==> src/rtl/sync_xcvr_pkg.sv <==
package sync_xcvr_pkg;

  localparam logic [1:0] ADDR_CTL  = 2'd0;
  localparam logic [1:0] ADDR_STAT = 2'd1;
  localparam logic [1:0] ADDR_TDR  = 2'd2;
  localparam logic [1:0] ADDR_RDR  = 2'd3;

  localparam int CTL_TX   = 0;
  localparam int CTL_RX   = 1;
  localparam int CTL_SRST = 2;

  localparam int ST_EMPTY = 0;
  localparam int ST_BUSY  = 1;
  localparam int ST_FULL  = 2;
  localparam int ST_OVR   = 3;

  typedef enum logic {ENG_IDLE, ENG_RUN} engState_t;

  typedef struct packed {
    logic loadShift;
    logic shiftIn;
    logic driveOut;
    logic captureRx;
    logic writeTdr;
    logic clearShift;
  } dpStrobe_t;

endpackage

==> src/rtl/sync_xcvr_ctrl.sv <==
module sync_xcvr_ctrl
  import sync_xcvr_pkg::*;
#(
  parameter int DATA_W   = 8,
  parameter int HALF_DIV = 2
) (
  input  logic       clk,
  input  logic       rstN,
  input  logic       wrEn,
  input  logic       rdEn,
  input  logic [1:0] addr,
  input  logic [3:0] hostBits,
  output dpStrobe_t  strb,
  output logic       sclk,
  output logic       txEn,
  output logic       rxEn,
  output logic       softRst,
  output logic       bufEmpty,
  output logic       txBusy,
  output logic       rxFull,
  output logic       overrun
);

  localparam int CNT_W = (HALF_DIV > 1) ? $clog2(HALF_DIV) : 1;
  localparam int BIT_W = $clog2(DATA_W);
  localparam logic [CNT_W-1:0] CNT_LAST = CNT_W'(HALF_DIV - 1);
  localparam logic [BIT_W-1:0] BIT_LAST = BIT_W'(DATA_W - 1);

  engState_t        state;
  logic [CNT_W-1:0] halfCnt;
  logic [BIT_W-1:0] bitCnt;
  logic             sclkR;

  logic wrCtl, wrStat, wrTdr, rdRdr;
  logic wantBoth, entryOk, ctlAccept;
  logic startReq, runStep, fallNow, riseNow, frameEnd, stopNow, reload;
  logic abortNow;

  assign wrCtl  = wrEn && (addr == ADDR_CTL);
  assign wrStat = wrEn && (addr == ADDR_STAT);
  assign wrTdr  = wrEn && (addr == ADDR_TDR);
  assign rdRdr  = rdEn && (addr == ADDR_RDR);

  assign txBusy = (state == ENG_RUN) || !bufEmpty;

  // full-duplex entry is only taken from a clean, fully disabled state
  assign wantBoth  = hostBits[CTL_TX] && hostBits[CTL_RX];
  assign entryOk   = !txEn && !rxEn && !txBusy && !rxFull && !overrun;
  assign ctlAccept = !wantBoth || entryOk;

  assign abortNow = softRst || ((state == ENG_RUN) && !txEn);
  assign startReq = (state == ENG_IDLE) && txEn && !softRst && !bufEmpty
                    && !(rxEn && overrun);
  assign runStep  = (state == ENG_RUN) && !abortNow && (halfCnt == CNT_LAST);
  assign fallNow  = runStep && sclkR;
  assign riseNow  = runStep && !sclkR;
  assign frameEnd = riseNow && (bitCnt == BIT_LAST);
  assign stopNow  = bufEmpty || (rxEn && (overrun || rxFull));
  assign reload   = frameEnd && !stopNow;

  always_comb begin
    strb            = '0;
    strb.loadShift  = startReq || reload;
    strb.shiftIn    = riseNow;
    strb.driveOut   = fallNow;
    strb.captureRx  = frameEnd && rxEn && !rxFull;
    strb.writeTdr   = wrTdr;
    strb.clearShift = softRst;
  end

  assign sclk = sclkR;

  // host-visible control and flags
  always_ff @(posedge clk or negedge rstN) begin
    if (!rstN) begin
      txEn     <= 1'b0;
      rxEn     <= 1'b0;
      softRst  <= 1'b0;
      bufEmpty <= 1'b1;
      rxFull   <= 1'b0;
      overrun  <= 1'b0;
    end else begin
      if (wrCtl) begin
        softRst <= hostBits[CTL_SRST];
        if (ctlAccept) begin
          txEn <= hostBits[CTL_TX];
          rxEn <= hostBits[CTL_RX];
        end
      end
      if (wrTdr)               bufEmpty <= 1'b0;
      else if (strb.loadShift) bufEmpty <= 1'b1;
      if (strb.captureRx)      rxFull <= 1'b1;
      else if (rdRdr)          rxFull <= 1'b0;
      if (frameEnd && rxEn && rxFull)        overrun <= 1'b1;
      else if (wrStat && !hostBits[ST_OVR])  overrun <= 1'b0;
    end
  end

  // transfer engine: clock generation and frame sequencing
  always_ff @(posedge clk or negedge rstN) begin
    if (!rstN) begin
      state   <= ENG_IDLE;
      halfCnt <= '0;
      bitCnt  <= '0;
      sclkR   <= 1'b1;
    end else if (abortNow) begin
      state   <= ENG_IDLE;
      halfCnt <= '0;
      bitCnt  <= '0;
      sclkR   <= 1'b1;
    end else begin
      case (state)
        ENG_IDLE: begin
          if (startReq) begin
            state   <= ENG_RUN;
            halfCnt <= '0;
            bitCnt  <= '0;
          end
        end
        ENG_RUN: begin
          if (halfCnt == CNT_LAST) begin
            halfCnt <= '0;
            if (sclkR) begin
              sclkR <= 1'b0;
            end else begin
              sclkR <= 1'b1;
              if (bitCnt == BIT_LAST) begin
                bitCnt <= '0;
                if (stopNow) state <= ENG_IDLE;
              end else begin
                bitCnt <= bitCnt + 1'b1;
              end
            end
          end else begin
            halfCnt <= halfCnt + 1'b1;
          end
        end
        default: state <= ENG_IDLE;
      endcase
    end
  end

endmodule

==> src/rtl/sync_xcvr_datapath.sv <==
module sync_xcvr_datapath
  import sync_xcvr_pkg::*;
#(
  parameter int DATA_W = 8
) (
  input  logic              clk,
  input  logic              rstN,
  input  dpStrobe_t         strb,
  input  logic [DATA_W-1:0] wrData,
  input  logic              rxd,
  output logic              txd,
  output logic [DATA_W-1:0] tdr,
  output logic [DATA_W-1:0] rdr
);

  logic [DATA_W-1:0] shiftReg;
  logic [DATA_W-1:0] shiftNext;

  assign shiftNext = {shiftReg[DATA_W-2:0], rxd};

  always_ff @(posedge clk or negedge rstN) begin
    if (!rstN) begin
      tdr      <= '0;
      rdr      <= '0;
      shiftReg <= '0;
      txd      <= 1'b1;
    end else begin
      if (strb.writeTdr)  tdr <= wrData;
      if (strb.captureRx) rdr <= shiftNext;
      if (strb.clearShift) begin
        shiftReg <= '0;
        txd      <= 1'b1;
      end else begin
        if (strb.loadShift)    shiftReg <= tdr;
        else if (strb.shiftIn) shiftReg <= shiftNext;
        // output bit moves only on falling serial clock edges
        if (strb.driveOut)     txd <= shiftReg[DATA_W-1];
      end
    end
  end

endmodule

==> src/rtl/sync_xcvr.sv <==
module sync_xcvr
  import sync_xcvr_pkg::*;
#(
  parameter int DATA_W   = 8,
  parameter int HALF_DIV = 2
) (
  input  logic              clk,
  input  logic              rstN,
  input  logic              wrEn,
  input  logic              rdEn,
  input  logic [1:0]        addr,
  input  logic [DATA_W-1:0] wrData,
  output logic [DATA_W-1:0] rdData,
  output logic              sclk,
  output logic              txd,
  input  logic              rxd
);

  dpStrobe_t         strb;
  logic              txEn, rxEn, softRst;
  logic              bufEmpty, txBusy, rxFull, overrun;
  logic [DATA_W-1:0] tdr, rdr;

  sync_xcvr_ctrl #(.DATA_W(DATA_W), .HALF_DIV(HALF_DIV)) u_ctrl (
    .clk(clk), .rstN(rstN), .wrEn(wrEn), .rdEn(rdEn), .addr(addr),
    .hostBits(wrData[3:0]), .strb(strb), .sclk(sclk),
    .txEn(txEn), .rxEn(rxEn), .softRst(softRst),
    .bufEmpty(bufEmpty), .txBusy(txBusy), .rxFull(rxFull), .overrun(overrun)
  );

  sync_xcvr_datapath #(.DATA_W(DATA_W)) u_dp (
    .clk(clk), .rstN(rstN), .strb(strb), .wrData(wrData), .rxd(rxd),
    .txd(txd), .tdr(tdr), .rdr(rdr)
  );

  always_comb begin
    rdData = '0;
    case (addr)
      ADDR_CTL: begin
        rdData[CTL_TX]   = txEn;
        rdData[CTL_RX]   = rxEn;
        rdData[CTL_SRST] = softRst;
      end
      ADDR_STAT: begin
        rdData[ST_EMPTY] = bufEmpty;
        rdData[ST_BUSY]  = txBusy;
        rdData[ST_FULL]  = rxFull;
        rdData[ST_OVR]   = overrun;
      end
      ADDR_TDR: rdData = tdr;
      default:  rdData = rdr;
    endcase
  end

endmodule

==> config.mk <==
export PLATFORM = sky130hd
export DESIGN_NAME = sync_xcvr
export DESIGN_NICKNAME = d
export VERILOG_FILES = /design/src/rtl/sync_xcvr_pkg.sv /design/src/rtl/sync_xcvr_ctrl.sv /design/src/rtl/sync_xcvr_datapath.sv /design/src/rtl/sync_xcvr.sv
export SDC_FILE = /design/constraint.sdc
export NUM_CORES = 1
export LEC_CHECK = 0
export ABC_AREA = 1
export BUFFER_PORTS_ARGS = -buffer_cell sky130_fd_sc_hd__clkbuf_2
export CORE_MARGIN = 2
export CORE_UTILIZATION = 55
export DETAILED_ROUTE_END_ITERATION = 6
export GPL_TIMING_DRIVEN = 0
export PLACE_DENSITY = 0.85
export SYNTH_ARGS = -nofsm -noshare
export SYNTH_HDL_FRONTEND = slang
export SYNTH_HIERARCHICAL = 1
export SYNTH_SLANG_ARGS = --single-unit
==> constraint.sdc <==
create_clock -name clk -period 1.9 [get_ports clk]
set_input_delay 0.19 -clock clk [delete_from_list [all_inputs] [get_ports clk]]
set_output_delay 0.19 -clock clk [all_outputs]
set_load 0.005 [all_outputs]
Yosys cells after proc, flatten, opt, wreduce, memory -nomap -nowiden
Cells that the tools add are included.
Operators by class
  divide/modulo/power cells: 0
  add/subtract/negate cells: 2
  reduce and logical (&&, ||, !) cells: 57
  $lt $le $gt $ge: 0
  multiply operators: 0
  mux-type cells: 35
  shift operators: 0
  bitwise logic cells: 1
  equal/unequal tests: 7
Operators with widths (count)
  1-bit logical AND: 26
  8-bit 2-to-1 mux: 3
  1-bit 2-to-1 mux: 21
  3-bit 2-to-1 mux: 5
  1-bit zero test: 13
  2-bit nonzero test: 6
  3-bit case mux with 3 select lines: 1
  4-bit case mux with 2 select lines: 1
  1-bit logical OR: 6
  3-bit inequality test, second input constant: 2
  3-bit case mux with 2 select lines: 1
  2-bit == test, second input constant: 2
  1-bit case mux with 2 select lines: 2
  2-bit AND reduction: 2
  3-bit by 1-bit adder with 3-bit output, second input constant: 1
  3-bit == test, second input constant: 1
  3-bit by 1-bit inequality test with 1-bit output, second input constant: 1
  1-bit case mux with 3 select lines: 1
  3-bit AND reduction: 1
  3-bit nonzero test: 1
  2-bit by 1-bit == test with 1-bit output, second input constant: 1
  2-bit zero test: 1
  2-bit OR reduction: 1
  1-bit adder, second input constant: 1
  1-bit NOT: 1
Word-level totals
  register bits: 37
  memories: 0
  output and inout bits: 10
  bits in latches: 0
  RAM bits: 0
  input bits: 15
  memory bits (read-only): 0
  word-level logic and storage cells: 116

Longest topological paths before layout
  word-level depth: 12
  mapped depth: 11

Hierarchy
The synthesis kept the hierarchy.
By module, submodules not included
  sync_xcvr_datapath: cells an instance 131, sequential area each 626.9 sq um, times used 1, area an instance 1102.3 sq um
  sync_xcvr_ctrl: cells an instance 89, sequential area each 302.8 sq um, times used 1, area an instance 748.2 sq um
  sync_xcvr: cells an instance 39, sequential area each 0.0 sq um, times used 1, area an instance 209.0 sq um

Worst setup path before layout
OpenSTA, ideal clock, no wires.
  path kind: register to register
  start: register u_ctrl.bitCnt[0]
  end: register u_dp.shiftReg[1]
  arrival: 1.411 ns
  path slack: 0.373 ns
  cell stages (with the launch flop): 10
  data required time: 1.784 ns
  buffers on the path: 1
  period minus slack after synthesis: 1.527 ns
  cell sequence: dfrtp_1 ha_1 ha_1 nand3_2 nand2_2 buf_6 nor2_8 nor2_8 nand2_1 nand2_1
RTL lines
  start: declaration: line sync_xcvr_ctrl.sv:31  | logic [BIT_W-1:0] bitCnt;
  start signal: assignment: line sync_xcvr_ctrl.sv:131  | bitCnt <= bitCnt + 1'b1;
  end signal: assignment: line sync_xcvr_datapath.sv:34  | if (strb.loadShift) shiftReg <= tdr;
  end signal: assignment: line sync_xcvr_datapath.sv:35  | else if (strb.shiftIn) shiftReg <= shiftNext;
  end: declaration: line sync_xcvr_datapath.sv:16  | logic [DATA_W-1:0] shiftReg;

==> summary.txt <==
Logic synthesis
  • Syn Nets: 276
  • Syn_area_per_cell: 7.95 um^2
  • Gate Count Post-Synth: around 260
  • #FFs+latches synth: 37
  • Sequential area share after synthesis: 45.1%
  • Synth cell types: 28
  • Synth Warn #: 6
  • Post-Syn Area: a little over 2000 um^2

STA
  • Hold Vio Cnt, Final: 0
  • Final Max Slew Viols: 0
  • RSZ-0062 raised after global routing: false
  • Fin crit share: 90.6%
  • Setup violation total in the final timing report: 0
  • Slew headroom: 40.2%
  • Layout Skew: slightly below 0.006 ns
  • Setup TNS: 0 ns
  • Fmax: ~580 MHz
  • Actual slew at the worst max-slew pin: around 0.9 ns
  • Period minus WS final: 1.72 ns

Clocking
  • CTS tree: built
  • Clock Path Buffers: 2
  • Hold-fix buffers, CTS: 0
  • Worst skew pair latency: 0.29 ns
  • Root buf cell: clkbuf_8
  • Clock sink total: 37
  • H-tree Lvls: 2
  • Num CTS Buffers: 5
  • Setup Buffers After CTS: 0
  • Clock-pin slew on the worst setup and hold paths: 0.07 ns
  • Resized cells post-CTS: 0

Pwr
  • Worst vdd ir: 0.510 mV
  • PD cells: 829 nW/um^2
  • Leakage: 1.25 nW

Worst setup path
  • Critical path peak fanout: 10
  • Top delay family on crit path: simple AND/OR/NAND/NOR gates
  • Max stage delay on crit path: ~0.42 ns
  • WS Path Type: flop to flop
  • Worst EP required: 2.08 ns
  • Critical Path End Type: flop
  • CP Cell Sequence: ha_1, ha_1, nand3_2, nand2_2, buf_6, nor2_8, nor2_8, nand2_1, nand2_1
  • Slowest cell on crit path: dfrtp_1
  • Critical path launch point type: flop
  • Buf+Inv Stages, Crit Path: 1
  • WP data arrival: 1.90 ns

Global route
  • Gr usage total: between 20 and 25%
  • First-pass GRT wire length: 7060 um
  • Remaining global-route overflow: 0
  • Largest net degree at the start of global routing: 38
  • Vias in the first global route: 1651
  • Initial antenna violation count: 0

Floorplan
  • DIE AREA: 4250 um^2
  • Core Box Area: around 3600 um^2
  • Initial core utilization: 56.7%
  • DIE WIDTH: 65.2 um
  • Die Y: roughly 65 um
  • Rows: 22
  • Io pins: 25

Drt
  • ANT nets after route: 0
  • Via-to-Cell Ratio: 5.05
  • Final wirelength: slightly above 4000 um
  • Violation count after the first detailed-route iteration: 48
  • Pre-antenna DRT Iters: 4
  • Vias: 1712
  • DRC Markers: 0
  • Routed length per instance: 12.0 um

Min path
  • Worst min path class: primary input to asynchronous set/reset pin

Placed design
  • GP Congestion: 0.904
  • Post-DP HPWL: around 3200 um
  • I/O Buffers: 24
  • Inst Count DP: ~330

Final layout
  • Final nets: 307
  • Synth-to-Final Area Change: 12.8%
  • Layout cells sized above 1: 23.0%
  • Commonest non-fill, non-tap cell in the layout: nand2_1
  • Leading cell types in the layout, fill and taps excluded: nand2_1 (93), dfrtp_1 (34), inv_1 (30), nand3_1 (25), clkbuf_2 (24)
  • Antenna diodes: 0
  • Non-filler cells, final: 339

Run status
  • Outcome: completed

Flow run
  • Max Cap Viol: 0
[through the flow]
stage	hold slack (ns)	util, %	power (mW)	cell area (um^2)	setup WS, ns
6_report	0.0177	63.9	1.92	2320	0.179
3_3_place_gp	0.348	61.6	1.40	2240	0.239
3_5_place_dp	0.353	61.6	1.42	2240	0.179
5_1_grt	0.0817	63.9	2.04	2320	0.0432
4_1_cts	0.0453	63.9	1.93	2320	0.181
2_1_floorplan	-0.106	-	1.28	2060	0.373
[power breakdown]
group	switching, mW	internal [mW]	total, mW
sequential	0.0876	0.872	0.960
clock	0.266	0.254	0.520
combinational	0.291	0.153	0.444
[state kept, by name, summed over array words and instances (netlist names)]
signal and count:
u_dp/rdr 8, u_ctrl/halfCnt 1, u_ctrl/rxFull 1, u_ctrl/overrun 1, u_ctrl/bufEmpty 1, u_ctrl/bitCnt 3
u_ctrl/state 1, u_ctrl/txEn 1, u_ctrl/rxEn 1, u_dp/txd 1, u_dp/shiftReg 8, u_ctrl/sclk 1
u_dp/tdr 8, u_ctrl/softRst 1
[layer usage]
| metal | part of all wire [%] | track usage, % | vias up |
|---|---|---|---|
| li1 | - | - | 885 |
| met1 | 46 | 29.0 | 774 |
| met4 | 2.5 | 13.0 | 0 |
| met3 | 4.7 | 2.91 | 9 |
| met2 | 46 | 34.8 | 44 |
| met5 | 0 | 0 | - |
[worst paths after layout]
| path | from | endpoint | slack (ns) | cells after the start |
|---|---|---|---|---|
| max | u_ctrl/bitCnt[0]$_DFFE_PN0P_ | u_dp/shiftReg[0]$_DFFE_PN0P_ | 0.18 | 9 |
| min | rstN | u_ctrl/state$_DFF_PN0_ | 0.02 | 1 |
| max reg2reg | u_ctrl/bitCnt[0]$_DFFE_PN0P_ | u_dp/shiftReg[0]$_DFFE_PN0P_ | 0.18 | 9 |
| min reg2reg | u_dp/txd$_DFFE_PN1P_ | u_dp/txd$_DFFE_PN1P_ | 0.48 | 2 |
| max in group asynchronous | rstN | u_ctrl/overrun$_DFFE_PN0P_ | 1.32 | 1 |
| min in group clk | wrData[6] | u_dp/tdr[6]$_DFFE_PN0P_ | 0.11 | 3 |
[cells by family after synthesis]
logic type,Yosys count,synth area share (%)
and+or+nand+nor,145,35.0
adders and majority gates,2,1.21
AOI/OAI and AO/OA,29,8.08
buffers and inverters,46,10.6
DFF,37,45.1
[worst register-to-register path, stage by stage (launching register included)]
cell	delay [ns]
dfrtp_1	0.42
ha_1	0.22
ha_1	0.25
nand3_2	0.12
nand2_2	0.07
buf_6	0.16
nor2_8	0.20
nor2_8	0.06
nand2_1	0.06
nand2_1	0.05
[Yosys cell counts]
| cell | count | share of area (%) |
|---|---|---|
| nand3_4 | 1 | 0.85 |
| nor2_4 | 2 | 1.1 |
| nor3_2 | 1 | 0.49 |
| nor2_1 | 5 | 0.91 |
| o21ai_0 | 16 | 3.9 |
| buf_4 | 5 | 1.8 |
| nand3_2 | 1 | 0.49 |
| inv_4 | 1 | 0.30 |
| nand2_1 | 93 | 17 |
| inv_2 | 6 | 1.1 |
| o21bai_2 | 1 | 0.55 |
| dfstp_2 | 3 | 3.8 |
| nand2_2 | 3 | 0.91 |
| nand4_1 | 6 | 1.8 |
| o21ai_1 | 7 | 1.7 |
| o21ai_2 | 3 | 1.3 |
| inv_1 | 30 | 5.5 |
| dfrtp_1 | 34 | 41 |
| a21oi_1 | 1 | 0.24 |
| nor4_1 | 2 | 0.61 |
| buf_6 | 3 | 1.6 |
| buf_2 | 1 | 0.24 |
| ha_1 | 2 | 1.2 |
| nor2_8 | 4 | 3.9 |
| nand3b_1 | 1 | 0.36 |
| nand2_4 | 1 | 0.55 |
| o2111ai_1 | 1 | 0.43 |
| nand3_1 | 25 | 6.1 |
[final cells by class]
type,count,area (um^2)
fillers,335,1310
flip-flops and latches,37,930
multi-input cells,176,912
inverters,37,141
repair buffers,24,120
plain buffers,9,76.3
clock buffers,6,72.6
well taps,48,60.1
clock inverters,2,10.0
Power figures use the tool's default switching activity.
